===== src/rtl/tick_skip_pkg.sv =====
package tick_skip_pkg;
  localparam int unsigned DEF_CNT_W = 24;
  localparam int unsigned OFS_W     = 16;

  // Pairs of slots start 0x380 apart; slots in a pair are 0x40 apart.
  function automatic logic [OFS_W-1:0] slot_offset(input int unsigned idx);
    int unsigned o;
    o = 32'h380 * (idx / 2 + 1) + 32'h40 * (idx % 2);
    return o[OFS_W-1:0];
  endfunction
endpackage


===== src/rtl/tick_rise.sv =====
module tick_rise #(
  parameter int unsigned SYNC_STAGES = 2
) (
  input  logic clk_i,
  input  logic rst_ni,
  input  logic tick_i,
  output logic rise_o
);
  logic [SYNC_STAGES-1:0] sync_q;
  logic                   prev_q;

  always_ff @(posedge clk_i or negedge rst_ni) begin
    if (!rst_ni) begin
      sync_q <= '0;
      prev_q <= 1'b0;
    end else begin
      sync_q <= {sync_q[SYNC_STAGES-2:0], tick_i};
      prev_q <= sync_q[SYNC_STAGES-1];
    end
  end

  assign rise_o = sync_q[SYNC_STAGES-1] & ~prev_q;

  // a held level yields a single-cycle pulse
  a_r7_single_pulse: assert property (@(posedge clk_i) disable iff (!rst_ni)
    rise_o |=> !rise_o);
endmodule


===== src/rtl/skip_counter.sv =====
module skip_counter #(
  parameter int unsigned CNT_W = 24
) (
  input  logic             clk_i,
  input  logic             rst_ni,
  input  logic             tick_i,
  input  logic             present_i,
  input  logic             wr_i,
  input  logic [CNT_W-1:0] wdata_i,
  output logic [CNT_W:0]   val_o,
  output logic             iti_o
);
  localparam int unsigned    OVF   = CNT_W;
  localparam logic [CNT_W:0] ONE_R = 1;
  localparam logic [CNT_W-1:0] ONE_C = 1;

  logic [CNT_W:0] val_q, dec;
  logic           iti_q, adv;

  always_comb begin
    dec      = val_q - ONE_R;
    dec[OVF] = dec[OVF] | val_q[OVF];
  end

  assign adv = tick_i & present_i & ~wr_i;

  always_ff @(posedge clk_i or negedge rst_ni) begin
    if (!rst_ni) begin
      val_q <= '0;
      iti_q <= 1'b0;
    end else begin
      iti_q <= 1'b0;
      if (wr_i) begin
        val_q <= {1'b0, wdata_i};
      end else if (adv) begin
        val_q <= dec;
        iti_q <= dec[OVF];
      end
    end
  end

  assign val_o = val_q;
  assign iti_o = iti_q;

  a_r3_write_load: assert property (@(posedge clk_i) disable iff (!rst_ni)
    wr_i |=> val_q == {1'b0, $past(wdata_i)});
  a_r4_count_step: assert property (@(posedge clk_i) disable iff (!rst_ni)
    adv |=> val_q[CNT_W-1:0] == $past(val_q[CNT_W-1:0]) - ONE_C);
  a_r4_ovf_sticky: assert property (@(posedge clk_i) disable iff (!rst_ni)
    (val_q[OVF] && !wr_i) |=> val_q[OVF]);
  a_r6_absent_hold: assert property (@(posedge clk_i) disable iff (!rst_ni)
    (!present_i && !wr_i) |=> $stable(val_q));
  a_r5_pulse_needs_ovf: assert property (@(posedge clk_i) disable iff (!rst_ni)
    iti_q |-> val_q[OVF]);
  a_r8_write_no_pulse: assert property (@(posedge clk_i) disable iff (!rst_ni)
    wr_i |=> !iti_q);
endmodule


===== src/rtl/reg_select.sv =====
module reg_select
  import tick_skip_pkg::*;
#(
  parameter int unsigned NUM_CPU = 4,
  parameter int unsigned ADDR_W  = 12,
  parameter int unsigned REG_W   = 25,
  parameter int unsigned DATA_W  = 64
) (
  input  logic                            clk_i,
  input  logic                            rst_ni,
  input  logic [ADDR_W-1:0]               addr_i,
  input  logic                            we_i,
  input  logic [NUM_CPU-1:0][REG_W-1:0]   vals_i,
  output logic [NUM_CPU-1:0]              wr_o,
  output logic [DATA_W-1:0]               rdata_o
);
  logic [NUM_CPU-1:0] hit;

  for (genvar g = 0; g < NUM_CPU; g++) begin : g_slot
    localparam logic [OFS_W-1:0] OFS = slot_offset(g);
    assign hit[g]  = (addr_i == OFS[ADDR_W-1:0]);
    assign wr_o[g] = hit[g] & we_i;
  end

  always_comb begin
    rdata_o = '0;
    for (int i = 0; i < NUM_CPU; i++) begin
      if (hit[i]) rdata_o = rdata_o | DATA_W'(vals_i[i]);
    end
  end

  // slot offsets are distinct
  a_r2_one_slot: assert property (@(posedge clk_i) disable iff (!rst_ni)
    $onehot0(wr_o));
endmodule


===== src/rtl/tick_skip_counters.sv =====
module tick_skip_counters #(
  parameter int unsigned NUM_CPU     = 4,
  parameter int unsigned CNT_W       = tick_skip_pkg::DEF_CNT_W,
  parameter int unsigned DATA_W      = 64,
  parameter int unsigned ADDR_W      = 12,
  parameter int unsigned SYNC_STAGES = 2
) (
  input  logic               clk_i,
  input  logic               rst_ni,
  input  logic               tick_i,
  input  logic [NUM_CPU-1:0] present_i,
  input  logic [ADDR_W-1:0]  reg_addr_i,
  input  logic               reg_we_i,
  input  logic [DATA_W-1:0]  reg_wdata_i,
  output logic [DATA_W-1:0]  reg_rdata_o,
  output logic [NUM_CPU-1:0] iti_set_o
);
  localparam int unsigned REG_W = CNT_W + 1;

  logic                          tick_rise_w;
  logic [NUM_CPU-1:0]            wr_sel;
  logic [NUM_CPU-1:0][REG_W-1:0] vals;
  logic                          unused_wdata;

  assign unused_wdata = ^reg_wdata_i[DATA_W-1:CNT_W];

  tick_rise #(.SYNC_STAGES(SYNC_STAGES)) u_rise (
    .clk_i  (clk_i),
    .rst_ni (rst_ni),
    .tick_i (tick_i),
    .rise_o (tick_rise_w)
  );

  reg_select #(
    .NUM_CPU(NUM_CPU), .ADDR_W(ADDR_W), .REG_W(REG_W), .DATA_W(DATA_W)
  ) u_sel (
    .clk_i   (clk_i),
    .rst_ni  (rst_ni),
    .addr_i  (reg_addr_i),
    .we_i    (reg_we_i),
    .vals_i  (vals),
    .wr_o    (wr_sel),
    .rdata_o (reg_rdata_o)
  );

  for (genvar g = 0; g < NUM_CPU; g++) begin : g_cpu
    skip_counter #(.CNT_W(CNT_W)) u_ctr (
      .clk_i     (clk_i),
      .rst_ni    (rst_ni),
      .tick_i    (tick_rise_w),
      .present_i (present_i[g]),
      .wr_i      (wr_sel[g]),
      .wdata_i   (reg_wdata_i[CNT_W-1:0]),
      .val_o     (vals[g]),
      .iti_o     (iti_set_o[g])
    );
  end

  // pulses only follow a tick edge
  a_r5_pulse_after_tick: assert property (@(posedge clk_i) disable iff (!rst_ni)
    (iti_set_o != '0) |-> $past(tick_rise_w));
endmodule


===== config.mk =====
export PLATFORM = sky130hd
export DESIGN_NAME = tick_skip_counters
export DESIGN_NICKNAME = d
export VERILOG_FILES = /design/src/rtl/tick_skip_pkg.sv /design/src/rtl/tick_rise.sv /design/src/rtl/skip_counter.sv /design/src/rtl/reg_select.sv /design/src/rtl/tick_skip_counters.sv
export SDC_FILE = /design/constraint.sdc
export NUM_CORES = 1
export LEC_CHECK = 0
export ABC_AREA = 1
export BUFFER_PORTS_ARGS = -buffer_cell sky130_fd_sc_hd__buf_2
export CAP_MARGIN = 20
export CORE_MARGIN = 3
export CORE_UTILIZATION = 40
export DETAILED_ROUTE_END_ITERATION = 10
export SYNTH_ARGS = -nofsm -noshare
export SYNTH_HDL_FRONTEND = slang
export SYNTH_SLANG_ARGS = --single-unit

===== constraint.sdc =====
create_clock -name clk_i -period 4.2 [get_ports clk_i]
set_input_delay 0.84 -clock clk_i [delete_from_list [all_inputs] [get_ports clk_i]]
set_output_delay 0.84 -clock clk_i [all_outputs]
set_load 0.005 [all_outputs]

---- Yosys cells after proc, flatten, opt, wreduce, memory -nomap -nowiden ----
Cells that the tools add are included.
cells by class
  muxes and demuxes ....................... 20
  bitwise operators ....................... 25
  reductions and logical operators ........ 4
  add/subtract/negate cells ............... 4
  equal/unequal tests ..................... 4
operators by type and width
  cell                                                                   number
  25-bit 2-to-1 mux                                                      9
  64-bit 2-to-1 mux                                                      3
  64-bit by 25-bit OR with 64-bit output                                 3
  25-bit by 1-bit subtractor with 25-bit output (second input constant)  4
  12-bit by 10-bit == test with 1-bit output (second input constant)     2
  12-bit by 11-bit == test with 1-bit output (second input constant)     2
  1-bit AND                                                              13
  1-bit 2-to-1 mux                                                       8
  2-bit nonzero test                                                     4
  1-bit NOT                                                              5
  1-bit OR                                                               4
word-level totals
  bits of input ports ..................... 84
  output and inout bits ................... 68
  flip-flop bits (word level) ............. 107
  logic and storage cells ................. 67

---- Depth between registers and ports, before layout ----
  depth in word-level cells ............... 8
  depth in mapped cells ................... 10
  depth with buffers taken out ............ 10

---- Hierarchy ----
Synthesis repeated with hierarchy kept, for this count alone.
unflattened totals
  cells, all modules ...................... 1464
  area total of the unflattened synthesis .. 9230.1 µm²
modules (own cells, without submodules)
  module        seq. area each (µm²)  area each (µm²)  instances  cells each
  skip_counter  650.6                 1873.0           4          286
  reg_select    0.0                   1652.8           1          315
  tick_rise     75.1                  85.1             1          5

---- Worst setup path after synthesis ----
OpenSTA, ideal clock, no wires.
  path type ............................... in2out
  from .................................... input port reg_addr_i[1]
  to ...................................... output port reg_rdata_o[0]
  slack ................................... 1.567 ns
  arrival ................................. 1.793 ns
  stages on the path ...................... 6
  buffers on the path ..................... 1
  required time ........................... 3.360 ns
  cells stage by stage .................... nor2_1 > nand2_2 > nor2_2 > clkbuf_1 > nand4_1 > nand4_1
on the way
  word-level cells in the longest chain between the ends .. 8
  elaborated cells on any way between the ends .. 11
  those cells by class .................... eq/ne: 4; mux: 4; bitwise: 3
RTL lines
  what                                        RTL line                  RTL
  from (decl)                                 tick_skip_counters.sv:12  input logic [ADDR_W-1:0] reg_addr_i,
  12-bit by 10-bit == test with 1-bit output  reg_select.sv:21          assign hit[g] = (addr_i == OFS[ADDR_W-1:0]);
  25-bit 2-to-1 mux                           reg_select.sv:28          if (hit[i]) rdata_o = rdata_o | DATA_W'(vals_i[i]);
  64-bit by 25-bit OR with 64-bit output      reg_select.sv:28
  64-bit 2-to-1 mux                           reg_select.sv:28
  64-bit by 25-bit OR with 64-bit output      reg_select.sv:28
  64-bit 2-to-1 mux                           reg_select.sv:28
  64-bit by 25-bit OR with 64-bit output      reg_select.sv:28
  64-bit 2-to-1 mux (*)                       reg_select.sv:28
  to (decl)                                   tick_skip_counters.sv:15  output logic [DATA_W-1:0] reg_rdata_o,
Mark *: on every way between the ends. The rest lies on a longest branch, timed or not.

---- Worst setup path after layout ----
  from .................................... input port reg_addr_i[11]
  to ...................................... output port reg_rdata_o[7]
Same word-level chain as after synthesis.

==> impl_results.md <==
* Status: complete, no violations
* Drt via density at 5.56
* Drt first-iter violations at 853
* Post-Syn Area per Cell at 6.32 µm²
* Hold crit path type: reg -> reg
* Synthesized area at 0.00862 mm²
* Cell taking the most area after synthesis: dfrtp_1
* Core area at 0.0211 mm²
* Grt met3 use at 0.0391
* Final #Nets at 1487
* Place WS at 909 ps
* Slew margin rel. at 0.310
* DR pass1 iterations at 5
* Most common cell after layout, fill and taps aside: nand2_1
* GR Util met2 at 0.438
* Fmax at 295 MHz
* FF-to-FF Start: u_rise.prev_q$_DFF_PN0_
* Skew final at 12.3 ps
* R2R cell count at 10
* Met1 Track Usage GR at 0.371
* Row Count at 53
* Critical Path Start Type: input pin
* GRT Total Usage at 0.274
* Unrepaired setup endpoints after global routing: false
* Fillers at 2273
* Via Count at 9337
* CTS max path bufs at 2
* Syn. warnings at 0
* Largest net degree at the start of global routing at 79
* Ports at 152
* Final worst slack at 812 ps
* Hold_ws at 356 ps
* Die W at 153 µm
* H-tree Lvls at 3
* Worst VDD drop at 277 µV
* Antenna violation net count after detailed routing at 0
* Final WL at 32300 µm
* Clock transition at path regs at 80 ps
* HP Start: u_rise.sync_q[0]$_DFF_PN0_
* Hold path depth at 0
* Final Wtd Congestion at 1.01
* TritonCTS Buffers at 9
* Min-Delay Endpoint: u_rise.sync_q[1]$_DFF_PN0_
* Worst setup EP type: primary output
* Final setup viols at 0
* Initial Util at 0.409
* Synth top area share at 0.310
* DRC violations left at 0
* Num Clock Sinks at 107
* Yosys reg bits at 107
* Port bufs at 72
* TritonCTS clock tree: yes
* Setup TNS at 0 ps
* Measured slew at the worst slew-check pin at 1030 ps
* Yosys cell types at 32
* Required time worst endpoint at 3360 ps
* Lkg Pwr at 4.80 nW
* Max Cap Viol at 0
* Final-report max-slew violation count at 0
* Post-route clock period utilization at 0.807
* GRT Residual Overflow at 0
* WL/cell at 19.3 µm
* Power density over the cells at 606 mW/mm²
* R2R setup slack at 2030 ps
* Post-layout min period at 3390 ps
* DPL Wire Length at 23900 µm
* First-pass GRT wire length at 50200 µm
* Worst reg2reg endpoint: g_cpu[2].u_ctr.val_o[11]$_DFFE_PN0P_
* Sequential area share after synthesis at 0.310
* Die H at 153 µm
* Most frequent cells in the layout: nand2_1, nand3_1, nor2_1
* Post-CTS Hold Buffers at 0
* Crit path kind: in -> out
* Busiest grt layer: met2
* Area grow syn2layout at 8.53%
* Post-CTS resize count at 0
* Cells after Synth at 1364
* Root Buffer: clkbuf_16
* Area of the die at 0.0234 mm²
* Setup bufs post-CTS at 0
* Fin. Hold Viols at 0
* Worst skew pair latency at 370 ps
* Initial antenna violation count at 0
* Layout cells sized above 1 at 0.0897
* Crit-path max FO at 78
* Top cells by area, synth: dfrtp_1, nand2_1, nand3_1
* Worst Path Arrival at 2550 ps
* Vias in the first global route at 8539
* Ant diodes at 0
flip-flops by register name, indices dropped and copies added, names as in the netlist:
signal	count
g_cpu.u_ctr.val_o	100
u_rise.sync_q	2
u_rise.prev_q	1
g_cpu.u_ctr.iti_o	4
cell usage after synthesis:
master    count
buf_6         2
or2_2         1
nand2_1     402
o21ai_1       1
ha_1          4
buf_2        27
nor3_2        2
o21ai_0      16
o21bai_1      1
conb_1        1
xor2_1       22
nand2_2       1
inv_2         7
xnor2_1      12
nand3b_1     11
nand3_1     229
nand4_1     139
and3_1        1
a21boi_0      2
nand3_2       4
nor3_1        3
o211ai_1      2
inv_1       115
buf_4        44
dfrtp_1     107
nor2_1      166
nor2_2        5
nor2_4        3
and2_1        2
clkbuf_1     27
clkinv_1      1
a21oi_1       4
worst max-delay path by stage:
stage / from / end / slack [ps] / depth (start not counted)
CTS: reg_addr_i[11] / reg_rdata_o[7] / 910 / 7
floorplan: reg_addr_i[1] / reg_rdata_o[0] / 1570 / 6
finish: reg_addr_i[11] / reg_rdata_o[7] / 810 / 7
global placement: reg_addr_i[11] / reg_rdata_o[7] / 920 / 7
global route: reg_addr_i[11] / reg_rdata_o[14] / 760 / 7
detailed placement: reg_addr_i[11] / reg_rdata_o[7] / 910 / 7
stage by stage:
step	util	power, mW	instance area [µm²]	instances
after detailed placement	0.428	4.61	9020	1663
after global routing	0.444	6.18	9360	1679
after CTS	0.444	5.64	9360	1679
after global placement	0.428	4.56	9020	1663
final	0.444	5.67	9360	1679
after floorplan	-	3.86	8770	1402
where the power goes:
| part | internal, mW | switching (mW) | leakage, nW | total [mW] |
|---|---|---|---|---|
| sequential | 1.40 | 0.739 | 1.40 | 2.14 |
| combinational | 0.897 | 1.62 | 3.23 | 2.51 |
| clock | 0.599 | 0.420 | 0.169 | 1.02 |
layout make-up:
class | instances | area [µm²] | area share
multi-input cells | 1072 | 5050 | 0.540
flip-flops and latches | 107 | 2680 | 0.286
repair buffers | 86 | 480 | 0.0513
inverters | 123 | 462 | 0.0493
well taps | 275 | 344 | 0.0368
clock buffers | 11 | 243 | 0.0259
clock inverters | 5 | 100 | 0.0107
worst max-delay path: stages:
cell     delay, ps
buf_2          110
inv_1           90
and3_2         200
buf_4          570
nand4_1        350
nand4_1        210
buf_2          140
kinds of logic after synthesis:
kind of cell,count (synthesis),synth area share
AND/OR/NAND/NOR,969,0.510
buffers and inverters,223,0.122
flip-flops,107,0.310
XOR/XNOR,34,0.0345
AO/OA/AOI/OAI,26,0.0165
adder cells (fa/ha/maj),4,0.00580
other,1,0.000435
metal layers:
layer  part of all wire  vias up
met5                  0        -
met3              0.063       80
met2               0.46      361
li1                   -     4498
met4              0.048        0
met1               0.43     4398
(Power assumes the default switching activity.)
